--- src/rtl/pru_pkg.sv ---
package pru_pkg;

    localparam int DATA_W = 64;

    typedef enum logic [2:0] {
        OP_PACK_DW_SS = 3'd0,
        OP_PACK_W_SS  = 3'd1,
        OP_PACK_W_US  = 3'd2,
        OP_ILV_B      = 3'd3,
        OP_ILV_W      = 3'd4,
        OP_ILV_D      = 3'd5,
        OP_SHUF_B     = 3'd6,
        OP_NONE       = 3'd7
    } pru_op_e;

    function automatic logic [15:0] sat_s16(input logic [31:0] v);
        if ($signed(v) > 32'sd32767)       return 16'h7FFF;
        else if ($signed(v) < -32'sd32768) return 16'h8000;
        else                               return v[15:0];
    endfunction

    function automatic logic [7:0] sat_s8(input logic [15:0] v);
        if ($signed(v) > 16'sd127)       return 8'h7F;
        else if ($signed(v) < -16'sd128) return 8'h80;
        else                             return v[7:0];
    endfunction

    function automatic logic [7:0] sat_u8(input logic [15:0] v);
        if (v[15])               return 8'h00;
        else if (v[14:8] != '0)  return 8'hFF;
        else                     return v[7:0];
    endfunction

endpackage

--- src/rtl/pru_narrow.sv ---
module pru_narrow
    import pru_pkg::*;
#(
    parameter int W = DATA_W
) (
    input  logic [1:0]   mode_i,   // 0 dw->w signed, 1 w->b signed, 2 w->b unsigned
    input  logic [W-1:0] dst_i,
    input  logic [W-1:0] src_i,
    output logic [W-1:0] res_o
);
    localparam int HALF = W / 2;
    localparam int N_DW = W / 32;
    localparam int N_W  = W / 16;

    logic [W-1:0] dw_to_w;
    logic [W-1:0] w_to_bs;
    logic [W-1:0] w_to_bu;

    for (genvar i = 0; i < N_DW; i++) begin : g_dw
        assign dw_to_w[16*i +: 16]        = sat_s16(dst_i[32*i +: 32]);
        assign dw_to_w[HALF + 16*i +: 16] = sat_s16(src_i[32*i +: 32]);
    end

    for (genvar i = 0; i < N_W; i++) begin : g_w
        assign w_to_bs[8*i +: 8]        = sat_s8(dst_i[16*i +: 16]);
        assign w_to_bs[HALF + 8*i +: 8] = sat_s8(src_i[16*i +: 16]);
        assign w_to_bu[8*i +: 8]        = sat_u8(dst_i[16*i +: 16]);
        assign w_to_bu[HALF + 8*i +: 8] = sat_u8(src_i[16*i +: 16]);
    end

    always_comb begin
        case (mode_i)
            2'd0:    res_o = dw_to_w;
            2'd1:    res_o = w_to_bs;
            default: res_o = w_to_bu;
        endcase
    end
endmodule

--- src/rtl/pru_interleave.sv ---
module pru_interleave
    import pru_pkg::*;
#(
    parameter int W = DATA_W
) (
    input  logic [1:0]   size_i,   // 0 byte, 1 word, 2 dword
    input  logic         hi_i,
    input  logic [W-1:0] dst_i,
    input  logic [W-1:0] src_i,
    output logic [W-1:0] res_o
);
    localparam int HALF = W / 2;
    localparam int N_B  = HALF / 8;
    localparam int N_W  = HALF / 16;

    logic [HALF-1:0] dh, sh;
    logic [W-1:0]    ilv_b, ilv_w, ilv_d;

    assign dh = hi_i ? dst_i[W-1:HALF] : dst_i[HALF-1:0];
    assign sh = hi_i ? src_i[W-1:HALF] : src_i[HALF-1:0];

    for (genvar k = 0; k < N_B; k++) begin : g_b
        assign ilv_b[16*k +: 16] = {sh[8*k +: 8], dh[8*k +: 8]};
    end
    for (genvar k = 0; k < N_W; k++) begin : g_w
        assign ilv_w[32*k +: 32] = {sh[16*k +: 16], dh[16*k +: 16]};
    end
    assign ilv_d = {sh, dh};

    always_comb begin
        case (size_i)
            2'd0:    res_o = ilv_b;
            2'd1:    res_o = ilv_w;
            default: res_o = ilv_d;
        endcase
    end
endmodule

--- src/rtl/pru_shuffle.sv ---
module pru_shuffle
    import pru_pkg::*;
#(
    parameter int W = DATA_W
) (
    input  logic [W-1:0] dst_i,
    input  logic [W-1:0] src_i,
    output logic [W-1:0] res_o
);
    localparam int NB    = W / 8;
    localparam int IDX_W = $clog2(NB);

    for (genvar i = 0; i < NB; i++) begin : g_lane
        logic [7:0]       ctl;
        logic [IDX_W-1:0] idx;
        assign ctl = src_i[8*i +: 8];
        assign idx = ctl[IDX_W-1:0];
        assign res_o[8*i +: 8] = ctl[7] ? 8'h00 : dst_i[8*idx +: 8];
    end
endmodule

--- src/rtl/packed_rearrange_unit.sv ---
module packed_rearrange_unit
    import pru_pkg::*;
(
    input  logic        clk,
    input  logic        rst_n,
    input  logic [2:0]  op_i,
    input  logic        hi_i,
    input  logic [63:0] dst_i,
    input  logic [63:0] src_i,
    output logic [63:0] res_o
);
    typedef struct packed {
        logic [DATA_W-1:0] res;
    } state_t;

    state_t    st_d, st_q;
    pru_op_e   op;
    logic [DATA_W-1:0] narrow_res, ilv_res, shuf_res;
    logic [1:0] narrow_mode, ilv_size;

    assign op          = pru_op_e'(op_i);
    assign narrow_mode = op_i[1:0];
    assign ilv_size    = op_i[1:0] - 2'd3;

    pru_narrow #(.W(DATA_W)) i_narrow (
        .mode_i(narrow_mode), .dst_i(dst_i), .src_i(src_i), .res_o(narrow_res)
    );

    pru_interleave #(.W(DATA_W)) i_ilv (
        .size_i(ilv_size), .hi_i(hi_i), .dst_i(dst_i), .src_i(src_i), .res_o(ilv_res)
    );

    pru_shuffle #(.W(DATA_W)) i_shuf (
        .dst_i(dst_i), .src_i(src_i), .res_o(shuf_res)
    );

    always_comb begin
        st_d = st_q;
        case (op)
            OP_PACK_DW_SS, OP_PACK_W_SS, OP_PACK_W_US: st_d.res = narrow_res;
            OP_ILV_B, OP_ILV_W, OP_ILV_D:              st_d.res = ilv_res;
            OP_SHUF_B:                                 st_d.res = shuf_res;
            default:                                   st_d.res = '0;
        endcase
    end

    always_ff @(posedge clk) begin
        if (!rst_n) st_q <= '0;
        else        st_q <= st_d;
    end

    assign res_o = st_q.res;

    // reset drives the result to zero
    p_reset_zero_r1: assert property (@(posedge clk) !rst_n |=> res_o == 64'h0);

    // large negative dword clamps to 0x8000 in word 0
    p_dw_clamp_low_r3: assert property (@(posedge clk) disable iff (!rst_n)
        (op_i == 3'd0 && $signed(dst_i[31:0]) < -32'sd32768) |=> res_o[15:0] == 16'h8000);

    // word above 127 clamps to 0x7F in byte 4
    p_ws_clamp_high_r4: assert property (@(posedge clk) disable iff (!rst_n)
        (op_i == 3'd1 && $signed(src_i[15:0]) > 16'sd127) |=> res_o[39:32] == 8'h7F);

    // negative word clamps to zero in unsigned pack
    p_wu_neg_zero_r5: assert property (@(posedge clk) disable iff (!rst_n)
        (op_i == 3'd2 && dst_i[15]) |=> res_o[7:0] == 8'h00);

    // low byte interleave places source byte 0 at result byte 1
    p_ilv_b_pos_r6: assert property (@(posedge clk) disable iff (!rst_n)
        (op_i == 3'd3 && !hi_i) |=> res_o[15:8] == $past(src_i[7:0]));

    // high dword interleave places destination high dword low
    p_ilv_d_hi_r8: assert property (@(posedge clk) disable iff (!rst_n)
        (op_i == 3'd5 && hi_i) |=> res_o[31:0] == $past(dst_i[63:32]));

    // control byte with bit 7 set zeroes its lane
    p_shuf_zero_r10: assert property (@(posedge clk) disable iff (!rst_n)
        (op_i == 3'd6 && src_i[63]) |=> res_o[63:56] == 8'h00);

    // unused opcode gives zero
    p_none_zero_r11: assert property (@(posedge clk) disable iff (!rst_n)
        (op_i == 3'd7) |=> res_o == 64'h0);
endmodule

--- config.mk ---
export PLATFORM = sky130hd
export DESIGN_NAME = packed_rearrange_unit
export DESIGN_NICKNAME = d
export VERILOG_FILES = /design/src/rtl/pru_pkg.sv /design/src/rtl/pru_narrow.sv /design/src/rtl/pru_interleave.sv /design/src/rtl/pru_shuffle.sv /design/src/rtl/packed_rearrange_unit.sv
export SDC_FILE = /design/constraint.sdc
export NUM_CORES = 1
export LEC_CHECK = 0
export ABC_AREA = 1
export ABC_CLOCK_PERIOD_IN_PS = 1850
export BUFFER_PORTS_ARGS = -buffer_cell sky130_fd_sc_hd__buf_2
export CORE_ASPECT_RATIO = 0.6
export CORE_UTILIZATION = 25
export CTS_CLUSTER_SIZE = 16
export DETAILED_ROUTE_END_ITERATION = 12
export GPL_ROUTABILITY_DRIVEN = 1
export PLACE_DENSITY_LB_ADDON = 0.05
export SLEW_MARGIN = 20
export SYNTH_ARGS = -nofsm -noshare
export SYNTH_HDL_FRONTEND = slang
export SYNTH_SLANG_ARGS = --single-unit
export TNS_END_PERCENT = 10
--- constraint.sdc ---
create_clock -name clk -period 1.85 [get_ports clk]
set_input_delay 0.37 -clock clk [delete_from_list [all_inputs] [get_ports clk]]
set_output_delay 0.37 -clock clk [all_outputs]
set_load 0.05 [all_outputs]
* Yosys cells after proc, flatten, opt, wreduce, memory -nomap -nowiden
Index checks and enable logic that the tools add are counted.
** Word-level totals
- Output and inout bits :: 64
- Logic and storage cells :: 108
- Bits in registers :: 64
- Input port bits :: 134
** Operators by class
- Muxes and demuxes :: 53
- Add/sub/neg operators :: 1
- Shifts and indexed selects :: 8
- Reductions and logical operators :: 13
- $lt $le $gt $ge :: 24
- Eq/ne operators :: 8
** Operators with widths (count)
- indexed part select 64 x 7 -> 8 bit :: 8
- two-way mux 8 bit :: 40
- case mux 64 bit (3 select lines) :: 1
- greater-than comparator 16 x 8 -> 1 bit (second input constant) :: 8
- greater-than comparator 32 x 16 -> 1 bit (second input constant) :: 4
- < comparator 16 x 8 -> 1 bit (second input constant) :: 8
- < comparator 32 x 16 -> 1 bit (second input constant) :: 4
- two-way mux 16 bit :: 8
- case mux 64 bit (2 select lines) :: 1
- case mux 56 bit (2 select lines) :: 1
- two-way mux 32 bit :: 2
- nonzero test 7 bit :: 8
- == test 3 bit (second input constant) :: 3
- == test 3 x 2 -> 1 bit (second input constant) :: 2
- OR reduction 3 bit :: 2
- == test 2 x 1 -> 1 bit (second input constant) :: 2
- zero test 2 bit :: 2
- == test 3 x 1 -> 1 bit (second input constant) :: 1
- zero test 3 bit :: 1
- subtractor 2 bit (second input constant) :: 1

* Depth between registers and ports, before layout
- Word-level depth :: 5
- Depth in mapped cells :: 12
- Gate-level depth less buffers :: 11

* Cells and area by module
From an unflattened synthesis, not the netlist that was laid out.
** Unflattened totals
- Cell total of the unflattened synthesis :: 2964
- Area, all modules :: 14321.2 um^2
** Modules (own cells, without submodules)
- pru_shuffle :: area an instance 5745.5 um^2, cells each 1272, instances 1, sequential area each 0.0 um^2
- pru_narrow :: area an instance 3458.3 um^2, cells each 779, instances 1, sequential area each 0.0 um^2
- packed_rearrange_unit :: area an instance 3390.8 um^2, cells each 500, instances 1, sequential area each 1281.2 um^2
- pru_interleave :: area an instance 1726.7 um^2, cells each 413, instances 1, sequential area each 0.0 um^2

* Worst setup path after synthesis
OpenSTA, ideal clock, no wires.
- Path kind :: input to register
- Start point :: input op_i[0]
- End point :: register st_q (netlist bit res_o[11])
- Library setup time :: 0.132 ns
- Slack :: 0.110 ns
- Data arrival time :: 1.607 ns
- Path buffers :: 1
- Stages on the path :: 10
- Required time :: 1.718 ns
- Cells stage by stage :: inv_1 -> ha_1 -> clkinv_1 -> nand2_1 -> clkbuf_1 -> o22ai_1 -> nand2_1 -> nand2_1 -> inv_1 -> a21oi_1
** On the way
- Word-level cells in the longest chain between the ends :: 4
- Elaborated cells on any way between the ends :: 17
- Those cells by class :: add/sub (1); eq/ne (8); mux (3); reduce/logical (5)
** RTL lines
- start: declaration :: line packed_rearrange_unit.sv:6 : input logic [2:0] op_i,
- subtractor 2 bit :: line packed_rearrange_unit.sv:23 : assign ilv_size = op_i[1:0] - 2'd3;
- == test 2 x 1 -> 1 bit / zero test 2 bit (equally long branches) :: line pru_interleave.sv:31 : case (size_i)
- case mux 56 bit (2 select lines) :: line pru_interleave.sv:31
- case mux 64 bit (3 select lines) * :: line packed_rearrange_unit.sv:39 : case (op)
- end signal: assignment :: line packed_rearrange_unit.sv:49 : else st_q <= st_d;
- end: declaration :: line packed_rearrange_unit.sv:16 : state_t st_d, st_q;
Every way passes the cells marked *; elsewhere a longest branch is shown, timed or not.
A chain may end at the register's enable or synchronous reset.

* Final worst setup path
- Start point :: input op_i[0]
- End point :: register st_q (netlist bit res_o[55])
Same word-level chain as after synthesis.

==> results.json <==
{
  "max_freq_mhz": 533,
  "cts-htree-levels": 3,
  "synthDominantCellAreaShare_pct": 20.8,
  "setup_violations": 1,
  "antennaDiodeCount": 0,
  "wirelength_um": 87700,
  "drt_first_iter_violations": 2889,
  "wl_per_cell_um": 27.4,
  "max_slew.worst_pin.slew_ns": 0.656,
  "p_seq_share_pct": 17.8,
  "number_of_flip_flops_under_the_largest_register_name": 64,
  "cellInternalPower_mw": 4.49,
  "ys_warn_count": 0,
  "rsz0062_at_grt": "true",
  "synth.largest_area_cell": "sky130_fd_sc_hd__nand2_1",
  "synth.yosys.seq_area_share_pct": 11.4,
  "syn_area_mm2": 0.0113,
  "cap_violations": 0,
  "route.antenna.remaining_nets": 0,
  "critical_path.max_stage_delay_ns": 0.60,
  "worst_slew_margin_rel_pct": 55.8,
  "critical_path_class": "in2reg",
  "synthesis.nets": 2353,
  "cts.root.buffer_cell": "sky130_fd_sc_hd__clkbuf_16",
  "synthCells": 2214,
  "critical_path.n_buffers_inverters": 4,
  "port_buffers": 197,
  "critical_path.slowest_cell": "sky130_fd_sc_hd__o21ai_0",
  "path_cells": "buf_2 -> inv_1 -> ha_2 -> clkinvlp_4 -> nand2_1 -> o21ai_0 -> nand2_1 -> nand2_1 -> inv_1 -> a21oi_1",
  "drc": 0,
  "gp_congestion": 1.04,
  "layout_min_cycle_time_ns": 1.87,
  "first_pass_detailed_route_iteration_total": 9,
  "yosys.cell_types.count": 37,
  "crit_path_start_kind": "primary input",
  "failed_checks": "negative setup slack",
  "cts_resized": 1,
  "grt_start_max_net_pins": 65,
  "critical_path_peak_fanout": 6,
  "timing.critical_path.mode_cell": "sky130_fd_sc_hd__nand2_1",
  "switching_share_pct": 47.7,
  "worstPathRequired_ns": 2.15,
  "cts_hold_repair.buffers": 0,
  "total_power_density_per_cell_area_mw_per_mm2": 535,
  "postLayoutSetupSlackWorst_ns": -0.0248,
  "fp.dieH_um": 167,
  "syn_area_per_cell_um2": 5.09,
  "reported_net_switching_power_mw": 4.09,
  "fin_util_pct": 36.5,
  "track_usage_pct": 36.7,
  "worst_ep_arrival_time_ns": 2.17,
  "place.detailed.hpwl_um": 70000,
  "period_share_pct": 101,
  "die_area_mm2": 0.0460,
  "ir_drop_worst_vdd_mv": 0.303,
  "cts_buffers": 9,
  "routed_via_density": 5.67,
  "post_synth_main_area_contributors": "sky130_fd_sc_hd__nand2_1 21%, sky130_fd_sc_hd__a21oi_1 17%, sky130_fd_sc_hd__o21ai_0 13%",
  "fin_worst_hold_slack_ns": 0.435,
  "combinationalPowerShare_pct": 56.1,
  "layout.filler_cells": 5005,
  "antenna_violations_before_repair": 7,
  "hold_path_class": "in2reg",
  "edff_count_synth": 0,
  "clock_power_share_pct": 26.1,
  "total_leakage_power_nw": 7.67,
  "synthToLayoutAreaGrowth_pct": 42.2,
  "io_pins": 198,
  "post_route_cells_drive_above_1_share_pct": 25.1,
  "async_reset_ff_share_pct": 0,
  "timing.critical_path.to_type": "register",
  "synth_seq_cells": 64,
  "vias": 18196,
  "tritoncts": "yes",
  "cts.repair_timing.setup_buffer_count": 0,
  "vias_in_the_first_global_route": 16183,
  "timing.final.max_slew_violations": 0,
  "finalNetCount": 2762,
  "globalRoute.totalOverflow": 0,
  "synth-main-ff-cell": "sky130_fd_sc_hd__dfxtp_1",
  "max-clock-path-buffers": 2,
  "grt_first_pass_wirelength_um": 121000,
  "placement_rows": 59,
  "clk_transition_reported_paths_ns": 0.07,
  "critical-path-top-delay-family": "compound AO/OA/AOI/OAI gates",
  "cts.sinks": 64,
  "core_region_area_mm2": 0.0439,
  "hold_viol_final": 0,
  "initial_utilization_pct": 25.7,
  "die_width_um": 276,
  "outcome": "finished with violations"
}
## metal layers
| layer | vias to the layer above | wire length, µm | GRT usage [%] |
|---|---|---|---|
| met3 | 203 | 10300 | 9.32 |
| met4 | 6 | 3320 | 13.0 |
| li1 | 8279 | - | - |
| met1 | 8523 | 40200 | 54.1 |
| met2 | 1185 | 33700 | 50.0 |
| met5 | - | 169 | 2.15 |
## per-stage QoR
step	instance area, µm²	worst slack, ns	instances	total power [mW]	setup TNS, ns
floorplan	11300	0.110	2214	3.87	0
global placement	15600	-0.455	3191	6.20	-13.76
detailed placement	15600	-0.401	3191	6.19	-13.92
CTS	16000	0.0182	3207	8.44	0
global route	16000	-0.0277	3207	8.90	-0.0683
finish	16000	-0.0248	3207	8.58	-0.0248
## path summary, 6_finish.rpt
path                   from                   end  slack (ns)  depth (start not counted)
setup / recovery    op_i[0]  res_o[55]$_SDFF_PN0_       -0.02                         10
hold / removal    src_i[37]  res_o[53]$_SDFF_PN0_        0.43                          7
## cells by family (layout without fill, tap and decap cells)
logic type	Yosys count	after routing	synth area share, %
mux	1	1	0.0888
compound gates	815	815	38.5
fa+ha+maj	5	5	0.555
flops	64	64	11.4
buf+inv	378	792	14.5
simple gates	951	951	35.0
## synthesized netlist by cell type (3+ instances only)
master and count:
sky130_fd_sc_hd__nand2_1 626, sky130_fd_sc_hd__nor2_1 88, sky130_fd_sc_hd__nand3_1 204, sky130_fd_sc_hd__nand2_2 10
sky130_fd_sc_hd__dfxtp_1 64, sky130_fd_sc_hd__inv_2 17, sky130_fd_sc_hd__o211ai_1 27, sky130_fd_sc_hd__buf_6 7
sky130_fd_sc_hd__nor2_4 5, sky130_fd_sc_hd__clkinv_1 18, sky130_fd_sc_hd__o22ai_1 63, sky130_fd_sc_hd__buf_4 19
sky130_fd_sc_hd__ha_1 5, sky130_fd_sc_hd__nand3_2 3, sky130_fd_sc_hd__a31oi_1 4, sky130_fd_sc_hd__clkbuf_1 80
sky130_fd_sc_hd__buf_2 65, sky130_fd_sc_hd__o21ai_1 33, sky130_fd_sc_hd__buf_1 8, sky130_fd_sc_hd__nand4_1 4
sky130_fd_sc_hd__nor3_2 3, sky130_fd_sc_hd__o21ai_0 288, sky130_fd_sc_hd__a21oi_1 381, sky130_fd_sc_hd__o221ai_1 4
sky130_fd_sc_hd__inv_1 160, sky130_fd_sc_hd__o21bai_4 3, sky130_fd_sc_hd__nor3_1 3, sky130_fd_sc_hd__a21oi_2 10
## power by group through the flow
stage	sequential (mW)	clock, mW	combinational (mW)
4_1_cts	1.53	2.26	4.65
2_1_floorplan	1.96	0	1.91
3_5_place_dp	1.56	0	4.63
6_report	1.53	2.24	4.81
5_1_grt	1.54	2.33	5.03
3_3_place_gp	1.56	0	4.64
## tightest hold or removal path: cells and delay by family
kind	cells	cell delay, ns
AOI/OAI and AO/OA	1	0.05
buffers and inverters	1	0.10
and+or+nand+nor	5	0.23
## cell type report
cell class	instances	area, µm²	area share [%]
clock buffers	11	253	1.58
clock inverters	5	103	0.640
inverters	197	746	4.65
multi-input cells	1772	8390	52.4
flip-flops and latches	64	1280	7.99
well taps	579	724	4.52
repair buffers	579	4530	28.3
## cells in the final DEF (no fill, tap or decap), types with 2 or more instances in the layout
| cell type | synthesis | layout |
|---|---|---|
| sky130_fd_sc_hd__nor3_1 | 3 | 3 |
| sky130_fd_sc_hd__a31oi_1 | 4 | 4 |
| sky130_fd_sc_hd__clkinv_2 | 2 | 3 |
| sky130_fd_sc_hd__bufinv_16 | 0 | 3 |
| sky130_fd_sc_hd__buf_4 | 19 | 329 |
| sky130_fd_sc_hd__o21ai_0 | 288 | 288 |
| sky130_fd_sc_hd__buf_12 | 0 | 54 |
| sky130_fd_sc_hd__buf_2 | 65 | 196 |
| sky130_fd_sc_hd__o221ai_1 | 4 | 4 |
| sky130_fd_sc_hd__nand2_1 | 626 | 626 |
| sky130_fd_sc_hd__ha_1 | 5 | 4 |
| sky130_fd_sc_hd__inv_2 | 17 | 17 |
| sky130_fd_sc_hd__a21oi_1 | 381 | 379 |
| sky130_fd_sc_hd__o21ai_1 | 33 | 33 |
| sky130_fd_sc_hd__clkbuf_16 | 0 | 9 |
| sky130_fd_sc_hd__dfxtp_1 | 64 | 64 |
| sky130_fd_sc_hd__nor2_1 | 88 | 87 |
| sky130_fd_sc_hd__nor3_2 | 3 | 3 |
| sky130_fd_sc_hd__o22ai_1 | 63 | 61 |
| sky130_fd_sc_hd__nor2_4 | 5 | 5 |
| sky130_fd_sc_hd__clkbuf_8 | 0 | 2 |
| sky130_fd_sc_hd__a21oi_2 | 10 | 12 |
| sky130_fd_sc_hd__nand3_1 | 204 | 204 |
| sky130_fd_sc_hd__o211ai_1 | 27 | 27 |
| sky130_fd_sc_hd__nor2_2 | 2 | 3 |
| sky130_fd_sc_hd__nand4_1 | 4 | 4 |
| sky130_fd_sc_hd__and2_1 | 2 | 2 |
| sky130_fd_sc_hd__clkinv_1 | 18 | 17 |
| sky130_fd_sc_hd__inv_1 | 160 | 160 |
| sky130_fd_sc_hd__o21bai_4 | 3 | 3 |
| sky130_fd_sc_hd__nand2_2 | 10 | 9 |
| sky130_fd_sc_hd__clkinvlp_4 | 0 | 2 |
| sky130_fd_sc_hd__nand3_2 | 3 | 3 |
| sky130_fd_sc_hd__o22ai_2 | 0 | 2 |
No activity file was read; power rests on OpenSTA's default activity.
